$ cat src/rtl/brs_pkg.sv
package brs_pkg;

    typedef enum logic [2:0] {
        ST_IDLE,
        ST_ISSUE,
        ST_STREAM,
        ST_DRAIN,
        ST_CONFIRM,
        ST_DONE
    } brs_state_e;

endpackage

$ cat src/rtl/brs_cs_timer.sv
module brs_cs_timer #(
    parameter int CS_MAX_CYC = 64,
    localparam int CW = $clog2(CS_MAX_CYC + 1)
) (
    input  logic clk,
    input  logic rst_n,
    input  logic clear,
    input  logic run,
    output logic limit_hit
);
    localparam logic [CW:0] LIMIT = (CW + 1)'(CS_MAX_CYC);

    logic [CW-1:0] low_cnt;
    logic [CW:0]   cnt_nxt;

    assign cnt_nxt   = {1'b0, low_cnt} + (CW + 1)'(1);
    assign limit_hit = run && (cnt_nxt >= LIMIT);

    always_ff @(posedge clk) begin
        if (!rst_n) begin
            low_cnt <= '0;
        end else if (clear) begin
            low_cnt <= CW'(1);
        end else if (run && !limit_hit) begin
            low_cnt <= cnt_nxt[CW-1:0];
        end
    end

    AST_CS_WITHIN_LIMIT: assert property (@(posedge clk) disable iff (!rst_n)
        run |-> ({1'b0, low_cnt} < LIMIT));

endmodule

$ cat src/rtl/brs_addr_track.sv
module brs_addr_track #(
    parameter int AW = 16,
    parameter int LW = 8,
    parameter int WRAP_WORDS = 16,
    localparam int WB = $clog2(WRAP_WORDS)
) (
    input  logic          clk,
    input  logic          rst_n,
    input  logic          load,
    input  logic [AW-1:0] ld_addr,
    input  logic [LW-1:0] ld_len,
    input  logic          ld_wrap,
    input  logic          take,
    input  logic          issue,
    output logic [AW-1:0] cont_addr,
    output logic          wrap_mode,
    output logic          last_word,
    output logic          xfer_complete
);
    logic [AW-1:0] start_q;
    logic [LW-1:0] len_q;
    logic [LW-1:0] done_q;
    logic [AW-1:0] lin_sum;

    always_ff @(posedge clk) begin
        if (!rst_n) begin
            start_q   <= '0;
            len_q     <= LW'(1);
            done_q    <= '0;
            wrap_mode <= 1'b0;
        end else if (load) begin
            start_q   <= ld_addr;
            wrap_mode <= ld_wrap;
            done_q    <= '0;
            if (ld_wrap) begin
                len_q <= LW'(WRAP_WORDS);
            end else if (ld_len == '0) begin
                len_q <= LW'(1);
            end else begin
                len_q <= ld_len;
            end
        end else if (take) begin
            done_q <= done_q + LW'(1);
        end
    end

    assign lin_sum       = start_q + AW'(done_q);
    assign last_word     = (done_q + LW'(1)) == len_q;
    assign xfer_complete = (done_q == len_q);

    generate
        if (AW > WB) begin : g_wrap_join
            assign cont_addr = wrap_mode ? {start_q[AW-1:WB], lin_sum[WB-1:0]} : lin_sum;
        end else begin : g_wrap_full
            assign cont_addr = lin_sum;
        end
    endgenerate

    AST_NO_OVERRUN: assert property (@(posedge clk) disable iff (!rst_n)
        xfer_complete |-> !take);

    AST_ISSUE_NEEDS_WORK: assert property (@(posedge clk) disable iff (!rst_n)
        issue |-> !xfer_complete);

endmodule

$ cat src/rtl/brs_fsm.sv
module brs_fsm
    import brs_pkg::*;
(
    input  logic clk,
    input  logic rst_n,
    input  logic req_valid,
    input  logic rec_valid,
    input  logic last_word,
    input  logic xfer_complete,
    input  logic limit_hit,
    output logic req_ready,
    output logic host_load,
    output logic issue,
    output logic stream,
    output logic take_word,
    output logic cs_n,
    output logic rec_rst
);
    brs_state_e state_q, state_d;

    always_ff @(posedge clk) begin
        if (!rst_n) begin
            state_q <= ST_IDLE;
        end else begin
            state_q <= state_d;
        end
    end

    always_comb begin
        state_d = state_q;
        unique case (state_q)
            ST_IDLE:    if (req_valid) state_d = ST_ISSUE;
            ST_ISSUE:   state_d = ST_STREAM;
            ST_STREAM:  if (limit_hit || (take_word && last_word)) state_d = ST_DRAIN;
            ST_DRAIN:   if (!rec_valid) state_d = ST_CONFIRM;
            ST_CONFIRM: state_d = rec_valid ? ST_DRAIN : ST_DONE;
            ST_DONE:    state_d = xfer_complete ? ST_IDLE : ST_ISSUE;
            default:    state_d = ST_IDLE;
        endcase
    end

    always_comb begin
        req_ready = (state_q == ST_IDLE);
        host_load = (state_q == ST_IDLE) && req_valid;
        issue     = (state_q == ST_ISSUE);
        stream    = (state_q == ST_STREAM);
        cs_n      = !((state_q == ST_ISSUE) || (state_q == ST_STREAM));
        take_word = rec_valid && !xfer_complete &&
                    ((state_q == ST_STREAM) || (state_q == ST_DRAIN) || (state_q == ST_CONFIRM));
        rec_rst   = (state_q == ST_CONFIRM) && !rec_valid;
    end

    AST_RST_TWO_LOW: assert property (@(posedge clk) disable iff (!rst_n)
        rec_rst |-> (!rec_valid && !$past(rec_valid) && ($past(state_q) == ST_DRAIN)));

    AST_GAP_KEEPS_BURST: assert property (@(posedge clk) disable iff (!rst_n)
        ((state_q == ST_CONFIRM) && rec_valid) |=> ((state_q == ST_DRAIN) && !rec_rst));

    AST_READY_AFTER_CS_HIGH: assert property (@(posedge clk) disable iff (!rst_n)
        req_ready |-> $past(cs_n));

    AST_START_WITH_CS: assert property (@(posedge clk) disable iff (!rst_n)
        issue |=> (!cs_n && !issue));

endmodule

$ cat src/rtl/burst_read_seq.sv
module burst_read_seq #(
    parameter int AW = 16,
    parameter int DW = 16,
    parameter int LW = 8,
    parameter int WRAP_WORDS = 16,
    parameter int CS_MAX_CYC = 64
) (
    input  logic          clk,
    input  logic          rst_n,
    input  logic          req_valid,
    output logic          req_ready,
    input  logic [AW-1:0] req_addr,
    input  logic [LW-1:0] req_len,
    input  logic          req_wrap,
    output logic          rd_valid,
    output logic [DW-1:0] rd_data,
    output logic          rd_last,
    output logic          mem_cs_n,
    output logic          mem_start,
    output logic [AW-1:0] mem_addr,
    output logic          mem_wrap,
    input  logic          rec_valid,
    input  logic [DW-1:0] rec_data,
    output logic          rec_rst
);
    logic host_load, issue, stream, take_word;
    logic last_word, xfer_complete, limit_hit;

    brs_fsm u_fsm (
        .clk          (clk),
        .rst_n        (rst_n),
        .req_valid    (req_valid),
        .rec_valid    (rec_valid),
        .last_word    (last_word),
        .xfer_complete(xfer_complete),
        .limit_hit    (limit_hit),
        .req_ready    (req_ready),
        .host_load    (host_load),
        .issue        (issue),
        .stream       (stream),
        .take_word    (take_word),
        .cs_n         (mem_cs_n),
        .rec_rst      (rec_rst)
    );

    brs_addr_track #(
        .AW(AW), .LW(LW), .WRAP_WORDS(WRAP_WORDS)
    ) u_addr (
        .clk          (clk),
        .rst_n        (rst_n),
        .load         (host_load),
        .ld_addr      (req_addr),
        .ld_len       (req_len),
        .ld_wrap      (req_wrap),
        .take         (take_word),
        .issue        (issue),
        .cont_addr    (mem_addr),
        .wrap_mode    (mem_wrap),
        .last_word    (last_word),
        .xfer_complete(xfer_complete)
    );

    brs_cs_timer #(
        .CS_MAX_CYC(CS_MAX_CYC)
    ) u_timer (
        .clk      (clk),
        .rst_n    (rst_n),
        .clear    (issue),
        .run      (stream),
        .limit_hit(limit_hit)
    );

    assign mem_start = issue;
    assign rd_valid  = take_word;
    assign rd_data   = rec_data;
    assign rd_last   = take_word && last_word;

endmodule

$ cat config.mk
export PLATFORM = sky130hd
export DESIGN_NAME = burst_read_seq
export DESIGN_NICKNAME = d
export VERILOG_FILES = /design/src/rtl/brs_pkg.sv /design/src/rtl/brs_cs_timer.sv /design/src/rtl/brs_addr_track.sv /design/src/rtl/brs_fsm.sv /design/src/rtl/burst_read_seq.sv
export SDC_FILE = /design/constraint.sdc
export NUM_CORES = 1
export LEC_CHECK = 0
export ABC_AREA = 0
export BUFFER_PORTS_ARGS = -buffer_cell sky130_fd_sc_hd__buf_2
export CORE_UTILIZATION = 52
export CTS_BUF_LIST = sky130_fd_sc_hd__clkbuf_8 sky130_fd_sc_hd__clkbuf_16
export CTS_CLUSTER_DIAMETER = 150
export DETAILED_ROUTE_END_ITERATION = 16
export GPL_ROUTABILITY_DRIVEN = 0
export PLACE_DENSITY = 0.89
export SYNTH_ARGS = -nofsm -noshare
export SYNTH_HDL_FRONTEND = slang
export SYNTH_SLANG_ARGS = --single-unit
$ cat constraint.sdc
create_clock -name clk -period 3.3 [get_ports clk]
set_input_delay 0.495 -clock clk [delete_from_list [all_inputs] [get_ports clk]]
set_output_delay 0.495 -clock clk [all_outputs]
set_load 0.02 [all_outputs]
[Yosys cells after proc, flatten, opt, wreduce, memory -nomap -nowiden]
Cells that the tools add are included.
Cells by class
  equality and inequality tests: 10
  multiplexer cells: 11
  add/subtract/negate cells: 3
  bitwise operators: 1
  magnitude comparators: 1
  reduce and logical (&&, ||, !) cells: 21
Operators by type and width (count)
  case mux 3 bit (6 select lines): 1
  adder 16 x 8 -> 16 bit: 1
  == test 8 bit: 2
  2-to-1 mux 16 bit: 1
  2-to-1 mux 8 bit: 2
  2-to-1 mux 3 bit: 4
  adder 7 x 1 -> 8 bit (second input constant): 1
  adder 8 x 1 -> 8 bit (second input constant): 1
  >= comparator 8 x 7 -> 1 bit (second input constant): 1
  logical NOT 8 bit: 1
  logical AND 1 bit: 7
  == test 3 x 2 -> 1 bit (second input constant): 2
  == test 3 bit (second input constant): 2
  inequality test 2 bit (second input constant): 3
  logical NOT 1 bit: 4
  logical OR 1 bit: 4
  OR reduction 2 bit: 2
  == test 3 x 1 -> 1 bit (second input constant): 1
  logical NOT 3 bit: 1
  2-to-1 mux 1 bit: 3
  AND reduction 3 bit: 1
  nonzero test 2 bit: 1
  inverter 1 bit: 1
Storage, ports and cells
  input port bits: 45
  output and inout port bits: 39
  bits in registers: 43

[Depth between registers and ports, before layout]
  depth after elaboration: 8
  depth in mapped cells: 8
  depth with buffers taken out: 8

[Modules after synthesis]
From an unflattened synthesis, not the netlist that was laid out.
Second synthesis, totals
  cells, all modules: 330
  area, all modules: 2829.0 sq um
Modules (own cells, without submodules)
  brs_addr_track: times used 1, area an instance 2035.7 sq um, sequential area each 660.6 sq um, cells an instance 232
  brs_cs_timer: times used 1, area an instance 405.4 sq um, sequential area each 140.1 sq um, cells an instance 48
  brs_fsm: times used 1, area an instance 261.5 sq um, sequential area each 60.1 sq um, cells an instance 33
  burst_read_seq: times used 1, area an instance 126.4 sq um, sequential area each 0.0 sq um, cells an instance 17

[Least setup slack after synthesis]
Ideal clock, no wire load.
  kind: register to output
  start point: register u_addr.done_q[1]
  end point: output port mem_addr[11]
  arrival time: 2.219 ns
  stages on the path, launching flop included: 7
  path slack: 0.586 ns
  data required time: 2.805 ns
  buffers on the path: 0
  path through: dfxtp_1 > ha_1 > a21o_1 > a21oi_1 > o211a_1 > a211oi_2 > o311ai_0
On the way
  cells in the longest elaborated chain, start to end: 2
RTL lines
  start, declared: line brs_addr_track.sv:22  | logic [LW-1:0] done_q;
  start signal, assigned: line brs_addr_track.sv:43  | done_q <= done_q + LW'(1);
  adder 16 x 8 -> 16 bit: line brs_addr_track.sv:47  | assign lin_sum = start_q + AW'(done_q);
  2-to-1 mux 16 bit: line brs_addr_track.sv:53  | assign cont_addr = wrap_mode ? {start_q[AW-1:WB], lin_sum[WB-1:0]} : lin_sum;
  end, declared: line burst_read_seq.sv:20  | output logic [AW-1:0] mem_addr,
No other way between the ends.

[Final worst setup path]
  start point: register u_addr.done_q[0]
  end point: output port mem_addr[12]
Same word-level chain as after synthesis.

==> results <==
- The run finished with clean final reports.
- After routing the design area is 0.00318 mm².
- The clock input transition at the sequential cells of the worst setup and hold paths is 0.08 ns.
- The worst setup path is captured at a primary output.
- The worst ir drop on vdd is 0.369 mV.
- In the routed layout, each cell is associated on average with a via count of 5.79.
- The synthesized netlist net count is 422.
- The hold violation count in the final report was 0.
- In the finished design, the share of the clock period the worst path needs comes to 0.937.
- The area inside the core boundary is 0.00524 mm².
- The number of I/O pins is 84.
- The CTS buffer count is 5.
- The count of nets left with antenna violations once routing finished came out at 0.
- The synthesized netlist cell count is 366.
- The overall via count from detail_route is 2682.
- The post-synthesis register bit count is 43.
- The largest net degree at the start of global routing is 28.
- The top fanout value on the critical path is 7.
- The global-route congestion overflow total is 0.
- The transition time at the pin with the least slew margin is 0.824 ns.
- The average cell area after synthesis is 7.91 µm².
- Compared with the post-synthesis result, the final layout area differs by 9.94%.
- The global-route wire length before repair is 11200 µm.
- TritonCTS built the clock tree.
- The flip-flop cell with the highest count after synthesis is dfxtp_1.
- The worst hold path begins at req_addr[10].
- The type of the worst setup path is reg -> out.
- The number of detailed-routing iterations run before antenna repair is 5.
- The final layout net count is 448.
- The via count of the first global-routing pass is 2514.
- During synthesis, Yosys emitted a total of 0 warnings.
- The count of input and output buffers is 51.
- The class of the most critical hold timing path is in -> reg.
- The slack of the critical path is 0.206 ns.
- The worst setup path is launched from a register.
- The insertion delay to the later sink of the worst-skew pair is 0.30 ns.
- The critical path starts at u_addr.done_q[0].
- The synthesized netlist contains 51 unique library cells.
- In this run the static leakage power is 1.28 nW.
- For the final database, setup skew stands at 0.00748 ns.
- For this run, asynchronously set or reset flops after synthesis account for 0.
- The number of antenna diodes in the final layout is 0.
- The arrival time of data at the critical path endpoint is 2.60 ns.
- The fraction of the core area covered by cells at the end of the flow is 0.608.
- The synthesized design contains 0 enable-type register cells.
- In the layout the commonest cells are nand2_1, buf_2, dfxtp_1.
- Max-cap violations in this run came to 0.
- The worst setup slack before clock tree synthesis is 0.293 ns.
- Across every metal layer, demand over resource in global routing totals 0.230.
- Dividing the detail-routed wire length by the instance count gives 14.0 µm.
- STA puts the critical path data required time at 2.80 ns.
- The wire-length estimate of the detail-placed layout is 4740 µm.
- The ratio of cells with drive above 1 in the final layout is 0.196.
- The number of rows created at floorplan is 26.
- Wires add up to 6490 µm.
- The number of DRC markers after the initial detailed-route iteration is 131.
- Static timing analysis puts the maximum clock frequency at 323 MHz.
- The most frequent standard cell in the layout excluding fill and tap cells is nand2_1.
- The hold-fix buffer count after cts is 0.
- The cell area that synthesis handed to floorplanning was 0.00290 mm².
- Summing all placed instances gives a cell area of 0.00305 mm².
- The portion of the post-synthesis area used by sequential elements is 0.297.
- The longest clock path from root to sink contains 2 buffers.
- Setup violations remaining at the end of the flow were counted as 0.
- The horizontal extent of the die is 76.6 µm.
- The clock sink total is 43.
- The root buffer cell is clkbuf_8.
- The number of max-slew violations in the final report came to 0.
- The setup TNS after final layout is 0 ns.
- From bottom edge to top edge, the die measures 76.6 µm.
- In this run the tightest slew margin relative to its limit is 0.451.
- The minimum period implied by the final worst setup slack is 3.09 ns.
- The power density over the cells is 414 mW/mm².
- In this run the critical register-to-register path is launched from u_addr.done_q[1].
- In the routed design, unresolved DRC markers number 0.
- The initial utilization of the core area, before any placement, comes to 0.553.
- The filler cell count is 438.
- The initial antenna violation count is 0.
- The die outline area is 0.00587 mm².
- The number of H-tree branching levels is 2.
## cell families (layout without fill, tap and decap cells)
kind of cell    Yosys count  after routing  synth area share
simple gates            164            164             0.289
xor+xnor                 31             31             0.102
flops                    43             43             0.297
mux                       3              3            0.0108
compound gates           73             73             0.172
buf+inv                  41             68            0.0791
fa+ha+maj                11             11            0.0501
## flip-flops by register name, indices dropped and copies added (netlist names)
register          flops
u_fsm.state_q         3
u_addr.done_q         8
u_addr.start_q       16
u_addr.wrap_mode      1
u_timer.low_cnt       7
u_addr.len_q          8
## layer usage
layer | vias up | track usage | share of wire | wire length, µm
li1 | 1323 | - | - | -
met1 | 1259 | 0.296 | 0.44 | 2880
met2 | 87 | 0.397 | 0.49 | 3150
met3 | 13 | 0.0407 | 0.059 | 383
met4 | 0 | 0.0519 | 0.011 | 70
met5 | - | 0 | 0 | 0
## synthesized netlist by cell type, types with 3 or more instances
library cell,number,area share
a21oi_1,32,0.055
and2_1,4,0.0086
nand2_1,63,0.082
nor4_1,6,0.013
nand3_1,12,0.021
inv_1,8,0.010
o21ai_0,10,0.017
dfxtp_1,43,0.30
xor2_2,3,0.017
and3_1,6,0.013
or3_1,4,0.0086
ha_1,10,0.043
o311ai_0,6,0.018
nor3_1,13,0.022
nand4_1,3,0.0065
clkbuf_1,9,0.012
nand2b_1,3,0.0065
buf_2,6,0.010
and4_1,3,0.0091
xor2_1,11,0.033
nor2b_1,6,0.013
a31oi_1,4,0.0086
nor2_1,25,0.032
buf_4,18,0.047
xnor2_1,17,0.051
nand3b_1,8,0.021
## per-stage QoR
step	total power [mW]	hold slack [ns]	std cells
floorplan	0.838	0.440	366
global placement	0.883	0.454	455
detailed placement	0.894	0.460	455
CTS	1.32	0.422	463
global route	1.38	0.436	463
finish	1.32	0.420	463
## power breakdown
group	total [mW]	switching [mW]	internal [mW]
Clock	0.432	0.187	0.245
Sequential	0.593	0.0433	0.550
Combinational	0.291	0.178	0.114
Total	1.32	0.408	0.908
## worst paths after layout
kind,endpoint,slack (ns),depth (start not counted)
max,mem_addr[12],0.21,9
min,u_addr.start_q[10],0.42,3
max reg2reg,u_fsm.state_q[0],1.34,7
min reg2reg,u_addr.start_q[0],0.47,2
## area by class of cell
| cell class | count | area [µm²] | area share |
|---|---|---|---|
| Tap cell | 70 | 87.6 | 0.0275 |
| Clock inverter | 2 | 35.0 | 0.0110 |
| Timing Repair Buffer | 52 | 263 | 0.0825 |
| Multi-Input combinational cell | 282 | 1820 | 0.573 |
| Inverter | 8 | 30.0 | 0.00943 |
| Sequential cell | 43 | 862 | 0.271 |
| Clock buffer | 6 | 82.6 | 0.0259 |
## repair_timing
action / in CTS / in global routing
pin swaps: 0 / 1
endpoints found under the setup margin: 3 / 5
gates resized for setup: 1 / 5
buffers inserted: 0 / 0
## critical path: stages, from the launching register on
cell	delay (ns)
dfxtp_2	0.37
ha_1	0.24
fa_1	0.43
a21oi_2	0.18
o21ai_1	0.12
a2111oi_2	0.41
nor2_1	0.14
nand3_1	0.12
xnor2_1	0.11
buf_2	0.18
Note: power is estimated with default switching activity, not from simulation.
